File: config.mk
export PLATFORM = sky130hd
export DESIGN_NAME = mtb_host_if
export DESIGN_NICKNAME = d
export VERILOG_FILES = /design/src/rtl/mtb_pkg.sv /design/src/rtl/mtb_txn_tables.sv /design/src/rtl/mtb_data_buf.sv /design/src/rtl/mtb_start_ctl.sv /design/src/rtl/mtb_host_if.sv
export SDC_FILE = /design/constraint.sdc
export NUM_CORES = 2
export LEC_CHECK = 0
export CORE_UTILIZATION = 54
export CTS_CLUSTER_DIAMETER = 120
export CTS_CLUSTER_SIZE = 28
export DETAILED_ROUTE_END_ITERATION = 10
export PLACE_DENSITY = 0.83
export SYNTH_ARGS = -nofsm -noshare
export SYNTH_HDL_FRONTEND = slang
export SYNTH_SLANG_ARGS = --single-unit
export TNS_END_PERCENT = 1
File: constraint.sdc
create_clock -name clk -period 27.4 [get_ports clk]
set_clock_uncertainty 0.05 [all_clocks]
set_input_delay 8.22 -clock clk [delete_from_list [all_inputs] [get_ports clk]]
set_output_delay 8.22 -clock clk [all_outputs]
set_load 0.005 [all_outputs]
File: src/rtl/mtb_pkg.sv
package mtb_pkg;

    localparam int REG_AW = 3;

    typedef enum logic [REG_AW-1:0] {
        RA_CTRL = 3'd0,
        RA_SLA  = 3'd1,
        RA_CFG  = 3'd2,
        RA_SEL  = 3'd3,
        RA_OFS  = 3'd4,
        RA_DATA = 3'd5
    } reg_sel_e;

    typedef struct packed {
        logic wr_ctl;
        logic wr_sla;
        logic wr_cfg;
        logic wr_sel;
        logic wr_ofs;
        logic wr_dat;
        logic rd_dat;
    } host_op_t;

    typedef struct packed {
        logic ptr_clr;
        logic go;
        logic go_trig;
        logic trig_rise;
        logic halt;
    } ctl_cmd_t;

    // A write takes priority over a read issued in the same cycle.
    function automatic host_op_t decode_host(logic [REG_AW-1:0] a, logic wr, logic rd);
        host_op_t op;
        op.wr_ctl = wr && (a == RA_CTRL);
        op.wr_sla = wr && (a == RA_SLA);
        op.wr_cfg = wr && (a == RA_CFG);
        op.wr_sel = wr && (a == RA_SEL);
        op.wr_ofs = wr && (a == RA_OFS);
        op.wr_dat = wr && (a == RA_DATA);
        op.rd_dat = rd && !wr && (a == RA_DATA);
        return op;
    endfunction

    function automatic ctl_cmd_t decode_ctl(logic valid, logic [7:0] b);
        ctl_cmd_t c;
        c.ptr_clr   = valid && b[1];
        c.go        = valid && b[6] && !b[3];
        c.go_trig   = valid && b[6] && b[3];
        c.trig_rise = b[4];
        c.halt      = valid && b[5];
        return c;
    endfunction

endpackage

File: src/rtl/mtb_txn_tables.sv
module mtb_txn_tables #(
    parameter int N_TXN = 8,
    localparam int SLOT_W = $clog2(N_TXN),
    localparam int CNT_W  = $clog2(N_TXN + 1)
) (
    input  logic                  clk,
    input  logic                  rst,
    input  logic                  ptr_clr,
    input  logic                  wr_sla,
    input  logic                  wr_cfg,
    input  logic [7:0]            wdata,
    output logic                  ov_evt,
    output logic [CNT_W-1:0]      txn_count,
    output logic [N_TXN-1:0][7:0] len_q,
    input  logic [SLOT_W-1:0]     eng_slot,
    output logic [7:0]            eng_sla,
    output logic [7:0]            eng_len
);
    localparam logic [CNT_W-1:0] FULL = CNT_W'(N_TXN);

    logic [N_TXN-1:0][7:0] sla_q;
    logic [CNT_W-1:0]      sptr, lptr;
    logic                  want_cnt;

    logic sla_full, len_full;
    assign sla_full = (sptr == FULL);
    assign len_full = (lptr == FULL);
    assign ov_evt   = (wr_sla && sla_full) || (wr_cfg && !want_cnt && len_full);

    always_ff @(posedge clk) begin
        if (rst) begin
            sla_q     <= '0;
            len_q     <= '0;
            sptr      <= '0;
            lptr      <= '0;
            want_cnt  <= 1'b1;
            txn_count <= '0;
        end else if (ptr_clr) begin
            sptr     <= '0;
            lptr     <= '0;
            want_cnt <= 1'b1;
        end else begin
            if (wr_sla && !sla_full) begin
                sla_q[sptr[SLOT_W-1:0]] <= wdata;
                sptr <= sptr + CNT_W'(1);
            end
            if (wr_cfg) begin
                if (want_cnt) begin
                    txn_count <= (wdata > 8'(N_TXN)) ? FULL : wdata[CNT_W-1:0];
                    want_cnt  <= 1'b0;
                end else if (!len_full) begin
                    len_q[lptr[SLOT_W-1:0]] <= wdata;
                    lptr <= lptr + CNT_W'(1);
                end
            end
        end
    end

    assign eng_sla = sla_q[eng_slot];
    assign eng_len = len_q[eng_slot];

    p_count_hold_r3: assert property (@(posedge clk) disable iff (rst)
        (!want_cnt && !ptr_clr) |=> $stable(txn_count));
    p_sla_bound_r10: assert property (@(posedge clk) disable iff (rst)
        (sla_full && !ptr_clr) |=> sla_full);
    p_len_bound_r10: assert property (@(posedge clk) disable iff (rst)
        (len_full && !ptr_clr) |=> len_full);

endmodule

File: src/rtl/mtb_data_buf.sv
module mtb_data_buf #(
    parameter int N_TXN     = 8,
    parameter int BUF_BYTES = 64,
    localparam int SLOT_W  = $clog2(N_TXN),
    localparam int BPTR_W  = $clog2(BUF_BYTES + 1),
    localparam int BADDR_W = $clog2(BUF_BYTES)
) (
    input  logic                  clk,
    input  logic                  rst,
    input  logic                  ptr_clr,
    input  logic                  wr_dat,
    input  logic                  rd_dat,
    input  logic                  wr_sel,
    input  logic                  wr_ofs,
    input  logic [7:0]            wdata,
    input  logic [N_TXN-1:0][7:0] len_q,
    output logic [7:0]            rdata,
    output logic                  ov_evt,
    input  logic [SLOT_W-1:0]     eng_slot,
    output logic [BPTR_W-1:0]     eng_base,
    input  logic [BADDR_W-1:0]    eng_addr,
    output logic [7:0]            eng_byte
);
    localparam int SUM_W = 8 + SLOT_W + 1;
    localparam logic [BPTR_W-1:0] END_PTR = BPTR_W'(BUF_BYTES);

    logic [BUF_BYTES-1:0][7:0] mem;
    logic [BPTR_W-1:0]         dptr;
    logic [SLOT_W-1:0]         sel;
    logic [SUM_W-1:0]          pre [N_TXN+1];

    function automatic logic [BPTR_W-1:0] cap(logic [SUM_W-1:0] v);
        return (v > SUM_W'(BUF_BYTES)) ? END_PTR : BPTR_W'(v);
    endfunction

    // Running sum of lengths: pre[k] is where slot k starts.
    assign pre[0] = '0;
    for (genvar k = 0; k < N_TXN; k++) begin : g_prefix
        assign pre[k+1] = pre[k] + SUM_W'(len_q[k]);
    end

    logic at_end;
    logic [BPTR_W-1:0] seek_ptr;
    assign at_end   = (dptr == END_PTR);
    assign seek_ptr = cap(pre[sel] + SUM_W'(wdata));
    assign ov_evt   = wr_dat && at_end;
    assign rdata    = at_end ? 8'h00 : mem[dptr[BADDR_W-1:0]];

    always_ff @(posedge clk) begin
        if (rst) begin
            mem  <= '0;
            dptr <= '0;
            sel  <= '0;
        end else begin
            if (wr_sel) sel <= wdata[SLOT_W-1:0];
            if (ptr_clr) begin
                dptr <= '0;
            end else if (wr_ofs) begin
                dptr <= seek_ptr;
            end else if (wr_dat) begin
                if (!at_end) begin
                    mem[dptr[BADDR_W-1:0]] <= wdata;
                    dptr <= dptr + BPTR_W'(1);
                end
            end else if (rd_dat && !at_end) begin
                dptr <= dptr + BPTR_W'(1);
            end
        end
    end

    assign eng_base = cap(pre[eng_slot]);
    assign eng_byte = mem[eng_addr];

    p_end_hold_r10: assert property (@(posedge clk) disable iff (rst)
        (at_end && !ptr_clr && !wr_ofs) |=> at_end);
    p_read_step_r6: assert property (@(posedge clk) disable iff (rst)
        (rd_dat && !at_end && !ptr_clr && !wr_ofs && !wr_dat) |=> (dptr == $past(dptr) + BPTR_W'(1)));
    p_clr_zero_r7: assert property (@(posedge clk) disable iff (rst)
        ptr_clr |=> (dptr == '0));

endmodule

File: src/rtl/mtb_start_ctl.sv
module mtb_start_ctl (
    input  logic clk,
    input  logic rst,
    input  logic go,
    input  logic go_trig,
    input  logic trig_rise,
    input  logic halt,
    input  logic trig_in,
    output logic start_pulse,
    output logic stop_pulse,
    output logic trig_start_pulse
);
    logic trig_q, armed, pol_rise;
    logic edge_up, edge_dn, hit;

    assign edge_up = trig_in && !trig_q;
    assign edge_dn = !trig_in && trig_q;
    assign hit     = armed && (pol_rise ? edge_up : edge_dn);

    always_ff @(posedge clk) begin
        if (rst) begin
            trig_q           <= 1'b0;
            armed            <= 1'b0;
            pol_rise         <= 1'b0;
            start_pulse      <= 1'b0;
            stop_pulse       <= 1'b0;
            trig_start_pulse <= 1'b0;
        end else begin
            trig_q           <= trig_in;
            start_pulse      <= go;
            stop_pulse       <= halt;
            trig_start_pulse <= hit;
            if (go_trig) begin
                armed    <= 1'b1;
                pol_rise <= trig_rise;
            end else if (hit || halt) begin
                armed <= 1'b0;
            end
        end
    end

    p_trig_needs_arm_r9: assert property (@(posedge clk) disable iff (rst)
        trig_start_pulse |-> $past(armed));
    p_trig_once_r9: assert property (@(posedge clk) disable iff (rst)
        (trig_start_pulse && !$past(go_trig)) |-> !armed);
    p_stop_disarm_r8: assert property (@(posedge clk) disable iff (rst)
        (halt && !go_trig) |=> !armed);

endmodule

File: src/rtl/mtb_host_if.sv
module mtb_host_if
    import mtb_pkg::*;
#(
    parameter int N_TXN     = 8,
    parameter int BUF_BYTES = 64,
    localparam int SLOT_W  = $clog2(N_TXN),
    localparam int CNT_W   = $clog2(N_TXN + 1),
    localparam int BPTR_W  = $clog2(BUF_BYTES + 1),
    localparam int BADDR_W = $clog2(BUF_BYTES)
) (
    input  logic               clk,
    input  logic               rst,
    input  logic [REG_AW-1:0]  reg_addr,
    input  logic               reg_wr,
    input  logic               reg_rd,
    input  logic [7:0]         reg_wdata,
    output logic [7:0]         reg_rdata,
    input  logic               trig_in,
    output logic               start_pulse,
    output logic               stop_pulse,
    output logic               trig_start_pulse,
    output logic [CNT_W-1:0]   txn_count,
    output logic               overflow,
    input  logic [SLOT_W-1:0]  eng_slot,
    output logic [7:0]         eng_sla,
    output logic               eng_dir,
    output logic [7:0]         eng_len,
    output logic [BPTR_W-1:0]  eng_base,
    input  logic [BADDR_W-1:0] eng_addr,
    output logic [7:0]         eng_byte
);
    host_op_t op;
    ctl_cmd_t cmd;
    assign op  = decode_host(reg_addr, reg_wr, reg_rd);
    assign cmd = decode_ctl(op.wr_ctl, reg_wdata);

    logic [N_TXN-1:0][7:0] len_q;
    logic                  tab_ov, buf_ov;
    logic [7:0]            buf_rdata;

    mtb_txn_tables #(.N_TXN(N_TXN)) u_tab (
        .clk(clk), .rst(rst), .ptr_clr(cmd.ptr_clr),
        .wr_sla(op.wr_sla), .wr_cfg(op.wr_cfg), .wdata(reg_wdata),
        .ov_evt(tab_ov), .txn_count(txn_count), .len_q(len_q),
        .eng_slot(eng_slot), .eng_sla(eng_sla), .eng_len(eng_len)
    );

    mtb_data_buf #(.N_TXN(N_TXN), .BUF_BYTES(BUF_BYTES)) u_buf (
        .clk(clk), .rst(rst), .ptr_clr(cmd.ptr_clr),
        .wr_dat(op.wr_dat), .rd_dat(op.rd_dat), .wr_sel(op.wr_sel),
        .wr_ofs(op.wr_ofs), .wdata(reg_wdata), .len_q(len_q),
        .rdata(buf_rdata), .ov_evt(buf_ov),
        .eng_slot(eng_slot), .eng_base(eng_base),
        .eng_addr(eng_addr), .eng_byte(eng_byte)
    );

    mtb_start_ctl u_go (
        .clk(clk), .rst(rst), .go(cmd.go), .go_trig(cmd.go_trig),
        .trig_rise(cmd.trig_rise), .halt(cmd.halt), .trig_in(trig_in),
        .start_pulse(start_pulse), .stop_pulse(stop_pulse),
        .trig_start_pulse(trig_start_pulse)
    );

    always_ff @(posedge clk) begin
        if (rst || cmd.ptr_clr) overflow <= 1'b0;
        else if (tab_ov || buf_ov) overflow <= 1'b1;
    end

    assign eng_dir   = eng_sla[0];
    assign reg_rdata = op.rd_dat ? buf_rdata : 8'h00;

    p_ovf_sticky_r10: assert property (@(posedge clk) disable iff (rst)
        (overflow && !cmd.ptr_clr) |=> overflow);
    p_ovf_clear_r7: assert property (@(posedge clk) disable iff (rst)
        cmd.ptr_clr |=> !overflow);
    p_pulses_excl_r8: assert property (@(posedge clk) disable iff (rst)
        start_pulse |-> $past(reg_wr));

endmodule

==> reports/qor.txt <==
cts repair resizes - 0
number of synthesized flops with an enable pin - 0
fin crit share - 74.58%
critical path, cell by cell - clkbuf_8, buf_4, mux4_2, mux4_2, mux4_2, clkdlybuf4s50_1
top cell type's share of synthesized area - 36.70%
sequential power share - 60.2%
Final ANT Viol Nets - 0
TritonRoute pass-1 iters - 8
cell-internal power - 1.201 mW
post-layout instance count excluding filler cells - 4721
setup bufs post-CTS - 0
clock sinks - 670
crit end category - output pin
worst vdd ir - 0.05934 mV
initial DRC count - 5029
largest net degree at the start of global routing - 195
Mapped Cells - 4078
# nets final - 3939
max-slew violations - 0
internal reg-to-reg setup slack - 17610 ps
post-synth cell types - 85
FF-to-FF End - u_buf.dptr[6]
Area contributors post-synth - dfxtp_1, mux4_2, mux2i_1, a21oi_1, nand3_1
Filler cells - 5761
synthesis-to-finish area growth - 4.307%
WP buf/inv - 3
Crit path top cell by count - mux4_2
final core utilization - 56.86%
clk slew on worst S/H paths - 90 ps
synth warn - 0
RSZ-0062 raised after global routing - no
initial antenna violation count - 6
width of the die - 262.1 um
endpoints failing setup - 0
Critical Path AT - 12160 ps
CP peak stage delay - 930 ps
die area - 68720 um^2
P_sw - 0.4254 mW
Core Area - 67040 um^2
f_max - 48.94 MHz
Synth async-reset ratio - 0%
reg-to-reg startpoint - u_tab.len_q[0]
status - completed
cell count of the worst reg-to-reg path - 36
Row Count - 95
Yosys reg bits - 670
Synth Net Count - 4173
Die Y - 262.1 um
Setup Total Neg Slack - 0 ps
PwrDens - 42.66 nW/um^2
P_leak - 13.25 nW
type of the tightest min-delay check - flop to flop
CP Launch Type - primary input
Fin Hold WS - 406.1 ps
CP required - 19130 ps
# hold bufs at CTS - 0
layout cell share with drive strength beyond 1 - 10.09%
first-pass GRT wire length - 179800 um
leading area contributor after synthesis - dfxtp_1
DRC - 0
clock root cell - clkbuf_16
CTS buffer count - 28
dpl hpwl - 72970 um
DR vias - 33294
fin crit period - 20430 ps
total grt overflow - 0
IO buf count - 72
Worst Tran Pin Value - 1306 ps
Vias/cell - 7.052
Global Route Usage Sum - 33.48%
relative slew slack - 12.93%
final number of hold-violating endpoints - 0
CP Max Fanout - 75
WL final - 118200 um
initial core utilization - 54.51%
Main synth FF type - dfxtp_1
most numerous cell in the Yosys netlist - dfxtp_1
Net Sw Frac - 26.16%
gpl congestion - 0.9836
drt wl/cell - 25.03 um
power share of the combinational group - 8.4%
Max-Cap Viols - 0
crit path capture - eng_byte[0]
CTS tree - yes
# IOs - 73
Post-synth top cells - dfxtp_1, nand2_1, a21oi_1
Critical path origin - eng_addr[0]
Largest delay share family, worst path - buffers and inverters
CP Class - primary input to output pin
CTS H-Tree Depth - 1
Clk pwr share - 31.4%
Hold Path Depth - 2
Avg Cell Area, Syn - 8.962 um^2
critical path depth - 6
register area share after synthesis - 36.70%
Skew-Pair Late Insertion Delay - 650 ps
CTS Buffer Depth - 3
Crit-path slowest cell - buf_4
Mapped Area - 36550 um^2
placed cells - 4687
Pwr Total - 1.626 mW
vias in the first global route - 30231
[power groups by stage]
stage / sequential, mW / combinational (mW) / clock (mW)
CTS: 0.978 / 0.133 / 0.511
global placement: 1.00 / 0.132 / 0
finish: 0.978 / 0.137 / 0.511
global route: 0.979 / 0.141 / 0.544
floorplan: 0.998 / 0.0931 / 0
detailed placement: 1.00 / 0.132 / 0
[flip-flops by register name (all words and copies together), names as in the netlist, 3 cells and up]
name,flops
u_buf.mem,512
u_tab.len_q,64
u_tab.sla_q,64
u_buf.dptr,7
u_tab.lptr,4
u_tab.sptr,4
u_tab.txn_count,4
u_buf.sel,3
[placed cells by master (no fill, tap or decap), drive strengths merged, types with 12 or more instances in the layout]
master | Yosys | routed
dfxtp | 670 | 670
nand2 | 515 | 515
a21oi | 470 | 470
nand3 | 413 | 413
nor2 | 339 | 339
mux2i | 263 | 263
mux4 | 222 | 222
a22oi | 212 | 212
ha | 63 | 63
buf | 51 | 62
clkdlybuf4s50 | 0 | 57
nand4 | 54 | 54
o21ai | 52 | 52
xnor2 | 42 | 42
inv | 39 | 42
a221oi | 32 | 32
clkbuf | 333 | 30
a22o | 24 | 24
mux2 | 24 | 24
a21o | 22 | 22
nor3 | 22 | 22
and3 | 17 | 17
o211ai | 15 | 15
xor2 | 14 | 14
a31oi | 12 | 12
o21a | 12 | 12
a41oi | 12 | 12
a211oi | 12 | 12
[worst min path at each step]
stage,startpoint,endpoint,slack (ps)
2_1_floorplan,u_buf.mem[146],u_buf.mem[146],400
4_1_cts,u_tab.txn_count[0],u_tab.txn_count[0],410
3_5_place_dp,u_tab.txn_count[0],u_tab.txn_count[0],390
3_3_place_gp,u_tab.txn_count[2],u_tab.txn_count[2],390
6_report,u_tab.txn_count[1],u_tab.txn_count[1],410
5_1_grt,u_tab.txn_count[2],u_tab.txn_count[2],430
[metal layers]
metal | up-vias | global-route usage, % | part of all wire, %
met2 | 2517 | 48.93 | 43
met4 | 8 | 16.27 | 5.4
met1 | 15893 | 45.57 | 37
li1 | 14431 | - | -
met3 | 445 | 9.279 | 14
met5 | - | 0 | 0.043
[logic make-up after synthesis]
logic type	Yosys count	share of synthesized area, %
mux	509	21.64
flops	670	36.70
simple gates	1432	17.47
buf+inv	425	4.403
fa+ha+maj	70	2.540
compound gates	914	15.75
xor+xnor	58	1.493
[metrics by stage]
| step | worst slack [ps] | cell area [um^2] |
|---|---|---|
| after detailed placement | 6964 | 37350 |
| after global routing | 6714 | 38110 |
| final | 6966 | 38120 |
| after global placement | 7040 | 37350 |
| after floorplan | 8381 | 36550 |
| after CTS | 6974 | 38110 |
[worst register-to-register path: cells and delay by family, from the launching register on]
family                     cells  cell delay (ps)
muxes                          1              510
AOI/OAI and AO/OA             11             2120
xor gates and xnor gates       5             1680
buffers and inverters          1               60
adders and majority gates      8             2820
DFF                            1              510
and+or+nand+nor               10             1960
[final cells by class]
cell class	instances	area, um^2	area share, %
tap	873	1092	2.865
sequential	670	13410	35.19
clock inverter	3	33.78	0.08862
antenna	2	5.005	0.01313
multi-input combinational	2983	21620	56.72
inverter	41	153.9	0.4037
clock buffer	29	725.7	1.904
timing repair buffer	120	1074	2.816
Power figures use the tool's default switching activity.
